### src/rtl/cbm_pkg.sv
package cbm_pkg;
   typedef enum logic {
      MIR_VERT  = 1'b0,
      MIR_HORIZ = 1'b1
   } mirror_e;

   localparam int DEF_SEC_LSB = 4;
endpackage

### src/rtl/cbm_latch.sv
module cbm_latch #(
   parameter int DW      = 8,
   parameter int BANK_W  = 2,
   parameter int SEC_W   = 2,
   parameter int SEC_LSB = cbm_pkg::DEF_SEC_LSB
) (
   input  logic              clk,
   input  logic              rst_n,
   input  logic              load,
   input  logic [DW-1:0]     wdata,
   input  logic [DW-1:0]     rom_data,
   output logic [BANK_W-1:0] bank_q,
   output logic [SEC_W-1:0]  sec_q
);
   logic [DW-1:0] bus_val;
   logic          unused_bits;

   initial begin
      assert (SEC_LSB >= BANK_W && SEC_LSB + SEC_W <= DW)
         else $error("cbm_latch: security field placement invalid");
   end

   // The ROM and the CPU drive the bus together; a low from either wins.
   assign bus_val     = wdata & rom_data;
   assign unused_bits = ^bus_val;

   always_ff @(posedge clk or negedge rst_n) begin
      if (!rst_n) begin
         bank_q <= '0;
         sec_q  <= '0;
      end else if (load) begin
         bank_q <= bus_val[BANK_W-1:0];
         sec_q  <= bus_val[SEC_LSB +: SEC_W];
      end
   end
endmodule

### src/rtl/cbm_prg_map.sv
module cbm_prg_map #(
   parameter int PRG_AW = 15
) (
   input  logic [PRG_AW-1:0] cpu_addr,
   input  logic              prg32,
   output logic [PRG_AW-1:0] prg_addr
);
   localparam int TOP = PRG_AW - 1;

   initial begin
      assert (PRG_AW >= 2) else $error("cbm_prg_map: PRG_AW too small");
   end

   always_comb begin
      prg_addr      = cpu_addr;
      prg_addr[TOP] = cpu_addr[TOP] & prg32;
   end
endmodule

### src/rtl/cbm_chr_map.sv
module cbm_chr_map #(
   parameter int BANK_W      = 2,
   parameter int SEC_W       = 2,
   parameter int PPU_AW      = 14,
   parameter bit SEC_PRESENT = 1'b1,
   localparam int WIN_W      = PPU_AW - 1,
   localparam int CHR_AW     = BANK_W + WIN_W
) (
   input  logic [BANK_W-1:0] bank,
   input  logic [SEC_W-1:0]  sec,
   input  logic              sec_en,
   input  logic [SEC_W-1:0]  sec_code,
   input  logic [PPU_AW-1:0] ppu_addr,
   output logic [CHR_AW-1:0] chr_addr,
   output logic              chr_ce
);
   logic pattern_sel;
   logic sec_ok;

   initial begin
      assert (PPU_AW >= 12 && BANK_W >= 1 && SEC_W >= 1)
         else $error("cbm_chr_map: width parameters invalid");
   end

   assign pattern_sel = ~ppu_addr[PPU_AW-1];
   assign chr_addr    = {bank, ppu_addr[WIN_W-1:0]};

   generate
      if (SEC_PRESENT) begin : g_sec
         assign sec_ok = ~sec_en | (sec == sec_code);
      end else begin : g_nosec
         logic unused_sec;
         assign unused_sec = ^{sec, sec_en, sec_code};
         assign sec_ok     = 1'b1;
      end
   endgenerate

   assign chr_ce = pattern_sel & sec_ok;
endmodule

### src/rtl/cbm_mirror.sv
module cbm_mirror (
   input  logic            ppu_a10,
   input  logic            ppu_a11,
   input  cbm_pkg::mirror_e mode,
   output logic            ciram_a10
);
   always_comb begin
      unique case (mode)
         cbm_pkg::MIR_HORIZ: ciram_a10 = ppu_a11;
         default:            ciram_a10 = ppu_a10;
      endcase
   end
endmodule

### src/rtl/chr_bank_mapper.sv
module chr_bank_mapper #(
   parameter int CPU_AW      = 16,
   parameter int DW          = 8,
   parameter int BANK_W      = 2,
   parameter int SEC_W       = 2,
   parameter int SEC_LSB     = cbm_pkg::DEF_SEC_LSB,
   parameter int PPU_AW      = 14,
   parameter bit SEC_PRESENT = 1'b1,
   localparam int PRG_AW     = CPU_AW - 1,
   localparam int CHR_AW     = BANK_W + PPU_AW - 1
) (
   input  logic              clk,
   input  logic              rst_n,
   input  logic [CPU_AW-1:0] cpu_addr,
   input  logic [DW-1:0]     cpu_data,
   input  logic              cpu_wr,
   input  logic              rom_sel_n,
   input  logic [DW-1:0]     prg_rom_data,
   input  logic              strap_prg32,
   input  logic              strap_mirror_h,
   input  logic              strap_sec_en,
   input  logic [SEC_W-1:0]  strap_sec_code,
   input  logic [PPU_AW-1:0] ppu_addr,
   output logic [PRG_AW-1:0] prg_addr,
   output logic [CHR_AW-1:0] chr_addr,
   output logic              chr_ce,
   output logic              ciram_a10
);
   logic              load;
   logic [BANK_W-1:0] bank_q;
   logic [SEC_W-1:0]  sec_q;
   cbm_pkg::mirror_e  mir_mode;

   initial begin
      assert (CPU_AW >= 2 && DW >= BANK_W + SEC_W)
         else $error("chr_bank_mapper: parameter set invalid");
   end

   assign load     = cpu_wr & ~rom_sel_n & cpu_addr[CPU_AW-1];
   assign mir_mode = strap_mirror_h ? cbm_pkg::MIR_HORIZ : cbm_pkg::MIR_VERT;

   cbm_latch #(.DW(DW), .BANK_W(BANK_W), .SEC_W(SEC_W), .SEC_LSB(SEC_LSB)) u_latch (
      .clk      (clk),
      .rst_n    (rst_n),
      .load     (load),
      .wdata    (cpu_data),
      .rom_data (prg_rom_data),
      .bank_q   (bank_q),
      .sec_q    (sec_q)
   );

   cbm_prg_map #(.PRG_AW(PRG_AW)) u_prg (
      .cpu_addr (cpu_addr[PRG_AW-1:0]),
      .prg32    (strap_prg32),
      .prg_addr (prg_addr)
   );

   cbm_chr_map #(.BANK_W(BANK_W), .SEC_W(SEC_W), .PPU_AW(PPU_AW),
                 .SEC_PRESENT(SEC_PRESENT)) u_chr (
      .bank     (bank_q),
      .sec      (sec_q),
      .sec_en   (strap_sec_en),
      .sec_code (strap_sec_code),
      .ppu_addr (ppu_addr),
      .chr_addr (chr_addr),
      .chr_ce   (chr_ce)
   );

   cbm_mirror u_mir (
      .ppu_a10   (ppu_addr[10]),
      .ppu_a11   (ppu_addr[11]),
      .mode      (mir_mode),
      .ciram_a10 (ciram_a10)
   );
endmodule

### config.mk
export PLATFORM = sky130hd
export DESIGN_NAME = chr_bank_mapper
export DESIGN_NICKNAME = d
export VERILOG_FILES = /design/src/rtl/cbm_pkg.sv /design/src/rtl/cbm_latch.sv /design/src/rtl/cbm_prg_map.sv /design/src/rtl/cbm_chr_map.sv /design/src/rtl/cbm_mirror.sv /design/src/rtl/chr_bank_mapper.sv
export SDC_FILE = /design/constraint.sdc
export NUM_CORES = 1
export LEC_CHECK = 0
export ABC_CLOCK_PERIOD_IN_PS = 900
export BUFFER_PORTS_ARGS = -buffer_cell sky130_fd_sc_hd__buf_2
export CAP_MARGIN = 30
export CORE_MARGIN = 2
export CORE_UTILIZATION = 24
export CTS_CLUSTER_SIZE = 25
export DETAILED_ROUTE_END_ITERATION = 8
export GPL_TIMING_DRIVEN = 0
export PLACE_DENSITY_LB_ADDON = 0.05
export SLEW_MARGIN = 20
export SYNTH_ARGS = -nofsm -noshare
export SYNTH_HDL_FRONTEND = slang
export SYNTH_HIERARCHICAL = 1
export SYNTH_SLANG_ARGS = --single-unit
### constraint.sdc
create_clock -name clk -period 0.9 [get_ports clk]
set_input_delay 0.09 -clock clk [delete_from_list [all_inputs] [get_ports clk]]
set_output_delay 0.09 -clock clk [all_outputs]
set_load 0.01 [all_outputs]
# Word level (Yosys, flattened, before mapping)

Cells that the tools add are included.

Eq/ne operators: 1
Multiplexer cells: 2
Bitwise operators: 9

Operator list:

| operator          | count |
|---|---|
| AND 6 bit         | 1 |
| AND 1 bit         | 4 |
| NOT 1 bit         | 3 |
| == test 2 bit     | 1 |
| two-way mux 1 bit | 2 |
| bitwise OR 1 bit  | 1 |

Register bits after elaboration: 4
Output and inout bits: 32
Word-level logic and storage cells: 14

# Longest topological paths before layout

Depth after elaboration: 3
Depth in mapped cells: 3
Depth with buffers taken out: 3

# Modules after synthesis

The synthesis kept the hierarchy.

By module, submodules not included:

| module          | instances | cells an instance | area each (um2) | seq. area each (um2) |
|---|---|---|---|---|
| cbm_latch       | 1         | 16                | 155.1           | 100.1 |
| cbm_chr_map     | 1         | 19                | 142.6           | 0.0 |
| cbm_prg_map     | 1         | 15                | 111.4           | 0.0 |
| cbm_mirror      | 1         | 1                 | 15.0            | 0.0 |
| chr_bank_mapper | 1         | 1                 | 8.8             | 0.0 |

# Worst setup path after synthesis

OpenSTA, ideal clock, no wires.

Kind: register to output
From: register u_latch.sec_q[0]
To: output chr_ce
Arrival: 740 ps
Data required time: 810 ps
Path slack: 70 ps
Stages on the path, launching flop included: 4
Cells stage by stage: dfrtp_1 > xnor2_1 > nand2_1 > a21oi_2

Cells in the longest elaborated chain, start to end: 3

RTL lines:

| item                   | line                  | text |
|---|---|---|
| from (decl)            | cbm_latch.sv:13       | `output logic [SEC_W-1:0] sec_q` |
| from (signal assigned) | cbm_latch.sv:33       | `sec_q <= bus_val[SEC_LSB +: SEC_W];` |
| == test 2 bit          | cbm_chr_map.sv:30     | `assign sec_ok = ~sec_en \| (sec == sec_code);` |
| bitwise OR 1 bit       | cbm_chr_map.sv:30     |  |
| AND 1 bit              | cbm_chr_map.sv:38     | `assign chr_ce = pattern_sel & sec_ok;` |
| to (decl)              | chr_bank_mapper.sv:26 | `output logic chr_ce,` |

Every way passes these cells.

# Worst setup path after layout

Same ends and word-level chain as after synthesis.

==> impl_metrics.toml <==
[yosys]
synth_cell_types = 11
synth-main-ff-cell = "dfrtp_1"
synth_most_common_cell = "buf_4"
yosysWarnings = 6
yosys-top-cells-area = "buf_4, dfrtp_1, nand3_1"
synth_edf_count = 0
async_flop_share_pct = 100
synth_top_area_share_pct = 50.3
synth_top_area_cell = "buf_4"
synth_area_sq_um = 433
syn_nets = 107
synth_common_cells = "buf_4, dfrtp_1, inv_1, nand3_1, o21ai_0"
synth.avg_cell_area_sq_um = 8.33
ys_ff_latch = 4
ys_seq_area_share_pct = 23.1
synthCells = 52

[power]
leakagePower_nw = 0.464
peakVddDrop_v = 0.000503
p_per_area_nw_per_um2 = 1040
p_total_mw = 0.797

[global_route]
grt_max_degree = 9
overflow = 0
antenna_found_initial = 0
grtUsageTotal_pct = 10.5
first_global_vias = 392
grt_pass1_wl_mm = 1.47

[setup_path]
crit_buf_inv = 1
worstSetupPathType = "flop to primary output"
cp_data_required_time_ps = 810
crit_chain = "xnor2_1 -> nand2_1 -> a21oi_2 -> buf_2"
cpLargestDelayFamily = "flip-flops"
critPathMaxFanout = 2
endpoint_kind = "primary output"
critPathArrivalTime_ps = 1050
start_kind = "flop"
cp_slowest_stage_delay_ps = 380
crit_slowest_cell = "dfrtp_1"

[timing]
final.setup.worst_slack_ps = -244
grt_setup_unrepaired = "yes"
relSlewSlack_pct = 84.5
hold_viol = 0
fin_skew_ps = 0
fmax_mhz = 874
min_period_over_period_pct = 127
hold_ws_ps = 83.4
finalMaxSlewViolations = 0
tightest_slew_ps = 233
finalSetupViolCount = 1
period_needed_ps = 1140

[drt]
vias_per_cell = 3.60
num_vias = 479
wire_per_inst_um = 8.17
ant_nets = 0
drt_pass1_iterations = 4
drcViolationCount = 0
drt_iter0_markers = 1
routed_wl_mm = 1.09

[cts]
clock-sinks = 4
cts_max_level = 1
insertion_delay_ps = 230
clockRootBuffer = "clkbuf_4"
clkTransAtPathRegs_ps = 40
cts_buffers = 3
cts_buffer_depth = 2
cts_tree = "built"

[place]
dp_hpwl_mm = 1.01
placed_cell_area_sq_um = 729
dp_slack_ps = -30.7
routabilityCongestion = 0.645
io_buffers = 53

[final_layout]
syn2layout_area_growth_pct = 77.2
num-nets-final = 165
fin_area_sq_um = 767
n_antenna_cell = 0
seqCellArea_sq_um = 100
multi_input_area_sq_um = 100
drive_above_1_share_pct = 79.6
n_fill_cell = 174

[min_path]
hold_class = "input port to flop"

[run_status]
violations = "setup timing"
status = "finished with violations"

[die]
core-area_sq_um = 1710
start_util_pct = 25.3
rows = 15
io_pins = 87
die_w_um = 46.5
fp.dieArea_sq_um = 2160
fp.dieH_um = 46.5

[job]
cap_violations = 0
worst paths after layout:
| kind | startpoint | end | slack, ps | cells past startpoint |
|---|---|---|---|---|
| max | u_latch/sec_q[0]$_DFFE_PN0P_ | chr_ce | -240 | 4 |
| min | prg_rom_data[4] | u_latch/sec_q[0]$_DFFE_PN0P_ | 80 | 3 |
| max reg2reg | u_latch/sec_q[0]$_DFFE_PN0P_ | u_latch/sec_q[0]$_DFFE_PN0P_ | 170 | 3 |
| min reg2reg | u_latch/sec_q[1]$_DFFE_PN0P_ | u_latch/sec_q[1]$_DFFE_PN0P_ | 540 | 2 |
| max in group asynchronous | rst_n | u_latch/bank_q[0]$_DFFE_PN0P_ | 590 | 2 |
| min in group asynchronous | rst_n | u_latch/sec_q[0]$_DFFE_PN0P_ | 190 | 2 |
layout by cell type, fill, tap and decap left out, drive strengths merged:
cell / count
nand2: 1
mux2: 1
nand3: 4
dlygate4sd3: 1
buf: 81
xnor2: 2
a21oi: 1
and2: 1
inv: 4
o21ai: 4
clkbuf: 3
and3b: 1
dfrtp: 4
area by class of cell:
class,count,area share [%]
sequential,4,13.1
clock buffer,3,2.94
timing repair buffer,55,38.5
tap,25,4.08
multi-input combinational,15,13.1
buffer,27,26.4
inverter,4,1.96
metrics by stage:
step	TNS [ps]	instances	util [%]
after detailed placement	-30.7	130	42.7
after global placement	-34.5	130	42.7
after CTS	-292	132	44.5
final	-244	133	44.9
after floorplan	0	52	-
after global routing	-337	133	44.9
where the power goes:
part	internal [mW]	total, mW	switching [mW]
Combinational	0.220	0.347	0.128
Clock	0.149	0.223	0.0738
Sequential	0.208	0.227	0.0188
Total	0.577	0.797	0.220
registers in the layout, indices dropped and copies added, names as in the netlist:
signal	count
u_latch/bank_q	2
u_latch/sec_q	2
worst reg2reg max path, stage by stage, from the launching register on:
cell and delay (ps):
dfrtp_1 380, buf_4 130, inv_1 40, o21ai_0 60
logic make-up (layout without fill, tap and decap cells):
| group | Yosys count | in the layout | share of synthesized area (%) |
|---|---|---|---|
| and+or+nand+nor | 7 | 7 | 8.96 |
| buffers and inverters | 33 | 89 | 53.8 |
| xor gates and xnor gates | 2 | 2 | 4.05 |
| muxes | 1 | 1 | 3.47 |
| DFF | 4 | 4 | 23.1 |
| AOI/OAI and AO/OA | 5 | 5 | 6.65 |
repair_timing:
action | CTS | global route
setup endpoints to repair | 3 | 1
pin swaps | 3 | 1
hold buffers | 1 | 0
buffers inserted | 0 | 1
resized for setup | 2 | 0
endpoints found under the hold margin | 4 | 0
routing by layer:
metal | global-route usage [%] | wire length, um
met4 | 6.86 | 0
met2 | 19.2 | 609
met1 | 7.98 | 368
met3 | 6.27 | 108
met5 | 0 | 0
Note: power is estimated with default switching activity, not from simulation.
